## src/rtl/tone_pkg.sv

```systemverilog
package tone_pkg;

  typedef struct packed {
    logic advance;   // last cycle of a slot: sample codes, step phase
    logic inPulse;   // current cycle lies inside the active pulse width
  } toneStrobe_t;

  function automatic int toneHz(input logic [2:0] code);
    case (code)
      3'd0: return 400;
      3'd1: return 421;
      3'd2: return 444;
      3'd3: return 800;
      3'd4: return 1000;
      3'd5: return 1067;
      3'd6: return 1333;
      default: return 2000;
    endcase
  endfunction

  // Pulse width in master-clock cycles for a given volume code.
  function automatic int widthFor(input logic [2:0] code, input int slot);
    int perMille;
    int w;
    if (code == 3'd7) return slot;
    case (code)
      3'd0: perMille = 31;
      3'd1: perMille = 63;
      3'd2: perMille = 125;
      3'd3: perMille = 250;
      3'd4: perMille = 500;
      3'd5: perMille = 890;
      default: perMille = 223;
    endcase
    w = (slot * perMille) / 1000;
    if (w < 1) w = 1;
    return w;
  endfunction

endpackage

```

## src/rtl/tone_ctrl.sv

```systemverilog
module tone_ctrl import tone_pkg::*; #(
  parameter int SLOT_CYCLES = 108,
  parameter int CNT_W = $clog2(SLOT_CYCLES),
  parameter int WID_W = $clog2(SLOT_CYCLES + 1)
) (
  input  logic             clk,
  input  logic             rst,
  input  logic             toneEnable,
  input  logic [2:0]       volSel,
  input  logic             toRxPath,
  output toneStrobe_t      strobe,
  output logic             enQ,
  output logic             routeQ,
  output logic [2:0]       volQ,
  output logic [WID_W-1:0] pulseWidth
);

  localparam logic [CNT_W-1:0] LAST_CNT = CNT_W'(SLOT_CYCLES - 1);

  logic [CNT_W-1:0] slotCnt;
  logic             boundary;

  assign boundary = (slotCnt == LAST_CNT);

  always_ff @(posedge clk) begin
    if (rst) begin
      slotCnt <= '0;
      enQ     <= 1'b0;
      routeQ  <= 1'b0;
      volQ    <= '0;
    end else begin
      slotCnt <= boundary ? '0 : slotCnt + 1'b1;
      if (boundary) begin
        enQ    <= toneEnable;
        routeQ <= toRxPath;
        volQ   <= volSel;
      end
    end
  end

  always_comb pulseWidth = WID_W'(widthFor(volQ, SLOT_CYCLES));

  always_comb begin
    strobe.advance = boundary;
    strobe.inPulse = (WID_W'(slotCnt) < pulseWidth);
  end

  // Codes only move at a slot boundary.
  assert_latch_hold_R2: assert property (@(posedge clk) disable iff (rst)
    !boundary |=> ($stable(enQ) && $stable(routeQ) && $stable(volQ)));

  // After the last cycle of a slot, a new slot starts at count zero.
  assert_slot_wrap_R2: assert property (@(posedge clk) disable iff (rst)
    boundary |=> (slotCnt == '0));

endmodule

```

## src/rtl/tone_datapath.sv

```systemverilog
module tone_datapath import tone_pkg::*; #(
  parameter int PHASE_W  = 16,
  parameter int PULSE_HZ = 32000,
  parameter int WID_W    = 7,
  parameter int SAMPLE_W = 16
) (
  input  logic                       clk,
  input  logic                       rst,
  input  toneStrobe_t                strobe,
  input  logic                       toneEnable,
  input  logic [2:0]                 freqSel,
  input  logic                       enQ,
  input  logic                       routeQ,
  input  logic [2:0]                 volQ,
  input  logic [WID_W-1:0]           pulseWidth,
  output logic                       bzPos,
  output logic                       bzNeg,
  output logic signed [SAMPLE_W-1:0] toneSample
);

  function automatic logic [PHASE_W-1:0] incFor(input logic [2:0] code);
    longint num;
    num = (longint'(toneHz(code)) << PHASE_W) + longint'(PULSE_HZ / 2);
    return PHASE_W'(num / longint'(PULSE_HZ));
  endfunction

  logic [PHASE_W-1:0]         phase;
  logic [2:0]                 sector;
  logic                       levelPos;
  logic                       levelNeg;
  logic signed [SAMPLE_W-1:0] widthS;

  assign sector = phase[PHASE_W-1 -: 3];
  assign widthS = SAMPLE_W'(pulseWidth);

  always_comb begin
    if (volQ == 3'd7) begin
      levelPos = !phase[PHASE_W-1];
      levelNeg = phase[PHASE_W-1];
    end else begin
      levelPos = (sector == 3'd1) || (sector == 3'd2);
      levelNeg = (sector == 3'd5) || (sector == 3'd6);
    end
  end

  always_ff @(posedge clk) begin
    if (rst) begin
      phase      <= '0;
      bzPos      <= 1'b0;
      bzNeg      <= 1'b0;
      toneSample <= '0;
    end else begin
      if (strobe.advance)
        phase <= (toneEnable && enQ) ? phase + incFor(freqSel) : '0;
      bzPos <= enQ && !routeQ && strobe.inPulse && levelPos;
      bzNeg <= enQ && !routeQ && strobe.inPulse && levelNeg;
      if (enQ && routeQ)
        toneSample <= levelPos ? widthS : (levelNeg ? -widthS : '0);
      else
        toneSample <= '0;
    end
  end

  assert_exclusive_drive_R8: assert property (@(posedge clk) disable iff (rst)
    !(bzPos && bzNeg));

  assert_route_quiet_R7: assert property (@(posedge clk) disable iff (rst)
    routeQ |=> (!bzPos && !bzNeg));

  assert_off_silent_R6: assert property (@(posedge clk) disable iff (rst)
    !enQ |=> (!bzPos && !bzNeg && toneSample == '0));

  assert_phase_restart_R6: assert property (@(posedge clk) disable iff (rst)
    (strobe.advance && !enQ) |=> (phase == '0));

  assert_gap_low_R4: assert property (@(posedge clk) disable iff (rst)
    !strobe.inPulse |=> (!bzPos && !bzNeg));

endmodule

```

## src/rtl/tone_ringer.sv

```systemverilog
module tone_ringer import tone_pkg::*; #(
  parameter int SLOT_CYCLES = 108,
  parameter int PHASE_W     = 16,
  parameter int PULSE_HZ    = 32000,
  parameter int SAMPLE_W    = 16
) (
  input  logic                       clk,
  input  logic                       rst,
  input  logic                       toneEnable,
  input  logic [2:0]                 freqSel,
  input  logic [2:0]                 volSel,
  input  logic                       toRxPath,
  output logic                       bzPos,
  output logic                       bzNeg,
  output logic signed [SAMPLE_W-1:0] toneSample
);

  localparam int WID_W = $clog2(SLOT_CYCLES + 1);

  toneStrobe_t      strobe;
  logic             enQ;
  logic             routeQ;
  logic [2:0]       volQ;
  logic [WID_W-1:0] pulseWidth;

  tone_ctrl #(.SLOT_CYCLES(SLOT_CYCLES)) u_ctrl (
    .clk(clk), .rst(rst), .toneEnable(toneEnable), .volSel(volSel),
    .toRxPath(toRxPath), .strobe(strobe), .enQ(enQ), .routeQ(routeQ),
    .volQ(volQ), .pulseWidth(pulseWidth)
  );

  tone_datapath #(
    .PHASE_W(PHASE_W), .PULSE_HZ(PULSE_HZ), .WID_W(WID_W), .SAMPLE_W(SAMPLE_W)
  ) u_dp (
    .clk(clk), .rst(rst), .strobe(strobe), .toneEnable(toneEnable),
    .freqSel(freqSel), .enQ(enQ), .routeQ(routeQ), .volQ(volQ),
    .pulseWidth(pulseWidth), .bzPos(bzPos), .bzNeg(bzNeg),
    .toneSample(toneSample)
  );

endmodule

```

## config.mk

```make
export PLATFORM = sky130hd
export DESIGN_NAME = tone_ringer
export DESIGN_NICKNAME = d
export VERILOG_FILES = /design/src/rtl/tone_pkg.sv /design/src/rtl/tone_ctrl.sv /design/src/rtl/tone_datapath.sv /design/src/rtl/tone_ringer.sv
export SDC_FILE = /design/constraint.sdc
export NUM_CORES = 1
export LEC_CHECK = 0
export BUFFER_PORTS_ARGS = -buffer_cell sky130_fd_sc_hd__buf_2
export CORE_MARGIN = 2
export CORE_UTILIZATION = 35
export CTS_BUF_LIST = sky130_fd_sc_hd__clkbuf_16
export CTS_CLUSTER_DIAMETER = 100
export DETAILED_ROUTE_END_ITERATION = 6
export GPL_ROUTABILITY_DRIVEN = 0
export GPL_TIMING_DRIVEN = 0
export SETUP_SLACK_MARGIN = 0.5
export SLEW_MARGIN = 5
export SYNTH_ARGS = -nofsm -noshare
export SYNTH_HDL_FRONTEND = slang
export SYNTH_SLANG_ARGS = --single-unit
```

## constraint.sdc

```tcl
create_clock -name clk -period 20.5 [get_ports clk]
set_input_delay 4.1 -clock clk [delete_from_list [all_inputs] [get_ports clk]]
set_output_delay 4.1 -clock clk [all_outputs]
set_load 0.02 [all_outputs]
```

==> summary.md <==
| Metric | Value |
|---|---|
| TritonCTS Buffers | 5 |
| Hold Crit Class | register to register |
| Worst slack, placed | 2.04 ns |
| Required time of the worst setup path | 20.71 ns |
| Share of cells above drive strength 1 | 0.103 |
| Initial Util | 0.354 |
| Worst vdd rail ir drop | 0.0383 mV |
| Max Clk Rate | 0.0545 GHz |
| Top delay family on crit path | compound AO/OA/AOI/OAI gates |
| Max-slew headroom | 0.196 |
| PostCTS Resize Cnt | 0 |
| Worst skew pair latency | 0.28 ns |
| Fin. Hold Viols | 0 |
| YS warnings | 0 |
| Hold buffer count at cts | 0 |
| Core Region | 25000 sq um |
| Vias after detailed routing | 9157 |
| Row count | 58 |
| Sequential element share of the synthesized area | 0.0973 |
| Number of synthesized register bits | 43 |
| Cells after DPL | 1567 |
| Leakage | 3.78 nW |
| Postcts setup bufs | 0 |
| Initial antenna violation count | 0 |
| Final-report max-slew violation count | 0 |
| Vias in the first global route | 8613 |
| Ports | 28 |
| Die Area | 26600 sq um |
| DP HPWL | 20200 microns |
| Final Net Count | 1324 |
| Via/cell ratio | 5.82 |
| Finished Layout Cells | 1574 |
| Final WS setup | 2.15 ns |
| Die height | 163 microns |
| Final setup violation count | 0 |
| Gr usage total | 0.187 |
| Power per cell area | 70.2 nW/um^2 |
| Synth Flop Type | dfxtp_1 |
| Cells after Synth | 1212 |
| Total wire length | 25300 microns |
| Synthesized area | 8840 sq um |
| Drt drc | 0 |
| Synth Net Count | 1292 |
| EDFF count, synth | 0 |
| Area Overhead vs Synth | 7.88% |
| Period Utilization, post-route | 0.895 |
| Die width | 163 microns |
| CP max-delay cell | a2111oi_4 |
| FF+latch area | 861 sq um |
| H-tree levels | 2 |
| Clock skew | 0.00494 ns |
| Starting DRT DRC Count | 616 |
| CTS tree | done |
| First-pass GRT wire length | 42200 microns |
| Reg clk slew, reported paths | 0.06 ns |
| Number of fill cells | 2666 |
| Distinct cells, synth | 116 |
| Max-cap violations | 0 |
| Largest net degree at the start of global routing | 13 |
| Antenna diodes | 0 |
| Max stage delay on crit path | 0.66 ns |
| Multi-input logic area | 7490 sq um |
| Worst setup path category | input pin to register |
| Remaining Overflow, GRT | 0 |
| Root Driver | clkbuf_16 |
| Startpoint Class | input pin |
| I/O Buffers | 25 |
| Critical path fanouts, max | 10 |
| Max clock buf depth | 2 |
| Status | completed |
| Avg Cell Area, Syn | 7.30 sq um |
| Worst setup EP type | register |
| DR WL/cell | 16.1 microns |
| CP Buf/Inv Count | 11 |
| Util after Layout | 0.382 |
| Sink Count | 43 |
| Post-DRT Antenna Nets | 0 |
| Fin Setup TNS | 0 ns |
| Worst Max-Slew Pin Slew | 1.21 ns |
| RSZ-0062 raised after global routing | no |
| Async SR Flop Fraction | 0 |
| Final Critical Period | 18.35 ns |
| Drt pass-1 iters | 6 |
| Critical Path AT | 18.56 ns |
## metal layers
metal  track usage  part of all wire
met4        0.0410             0.015
met3        0.0140             0.047
met1         0.260              0.48
met5             0                 0
met2         0.317              0.46
## layout by cell type, fill, tap and decap left out, types with 10 or more instances in the layout
cell type / n
a211oi_1: 13
mux2i_1: 28
o211ai_1: 18
nand2_1: 101
a31oi_1: 17
nor3_1: 35
o21ai_0: 69
a21o_1: 23
inv_1: 63
ha_1: 60
buf_2: 31
o31ai_1: 15
nand3_1: 36
nand4_1: 15
nor2_1: 128
dfxtp_1: 43
fa_1: 10
and2_1: 27
o21bai_1: 11
a211o_1: 14
nor2b_1: 16
xor2_1: 21
xnor2_1: 63
clkbuf_1: 32
nand2b_1: 20
a21oi_1: 78
## registers in the layout, indices dropped and copies added (netlist names)
signal / flops
u_dp.bzNeg: 1
u_ctrl.enQ: 1
u_ctrl.routeQ: 1
u_ctrl.volQ: 3
u_dp.phase: 16
u_dp.toneSample: 13
u_ctrl.slotCnt: 7
u_dp.bzPos: 1
## layout make-up
cell class | count | area share
Inverter | 67 | 0.0269
Clock inverter | 2 | 0.00354
Buffer | 48 | 0.0252
Timing Repair Buffer | 25 | 0.0131
Clock buffer | 5 | 0.0131
Sequential cell | 43 | 0.0902
Multi-Input combinational cell | 1054 | 0.785
Tap cell | 330 | 0.0433
## report_power, final
group / internal [mW] / switching [mW] / total (mW)
registers: 0.0841 / 0.000591 / 0.0847
clock network: 0.0563 / 0.0303 / 0.0866
logic: 0.202 / 0.297 / 0.499
total: 0.342 / 0.328 / 0.670
## worst min-delay path, stage by stage (launching register included)
cell and delay [ns]:
dfxtp_1 0.33, nand2_1 0.05, o21ai_0 0.06
## cell usage after synthesis (21+ instances only)
cell type / count / share of area
inv_1: 62 / 0.026
a21o_1: 23 / 0.020
nand3_1: 36 / 0.020
a21oi_1: 78 / 0.044
and2_1: 27 / 0.019
xnor2_1: 63 / 0.062
xor2_1: 21 / 0.021
dfxtp_1: 43 / 0.097
nor3_1: 35 / 0.020
mux2i_1: 28 / 0.032
nand2_1: 101 / 0.043
nor2_1: 128 / 0.054
clkbuf_1: 32 / 0.014
o21ai_0: 69 / 0.039
ha_1: 60 / 0.085
## logic make-up (layout without fill, tap and decap cells)
group | count (synthesis) | count (layout) | synth area share
and+or+nand+nor | 458 | 458 | 0.265
DFF | 43 | 43 | 0.0973
muxes | 38 | 38 | 0.0472
buffers and inverters | 115 | 147 | 0.0562
adders and majority gates | 71 | 71 | 0.109
xor gates and xnor gates | 91 | 91 | 0.101
AOI/OAI and AO/OA | 396 | 396 | 0.325
## path summary, 6_finish.rpt
kind                               start                       endpoint  slack (ns)  cells past startpoint
max                           freqSel[1]    u_dp.phase[15]$_SDFFE_PP0P_        2.15                     66
min          u_dp.phase[10]$_SDFFE_PP0P_    u_dp.phase[10]$_SDFFE_PP0P_        0.47                      2
max reg2reg  u_ctrl.volQ[0]$_SDFFE_PP0P_  u_dp.toneSample[6]$_SDFF_PP0_        7.22                     44
min reg2reg  u_dp.phase[10]$_SDFFE_PP0P_    u_dp.phase[10]$_SDFFE_PP0P_        0.47                      2
## metrics by stage
stage                     power [mW]  hold WS, ns  area (sq um)
final                          0.670        0.467          9540
after global routing           0.726        0.493          9540
after CTS                      0.668        0.470          9540
after detailed placement       0.579        0.460          9380
after global placement         0.573        0.440          9380
after floorplan                0.493        0.421          8840
Note: power is estimated with default switching activity, not from simulation.
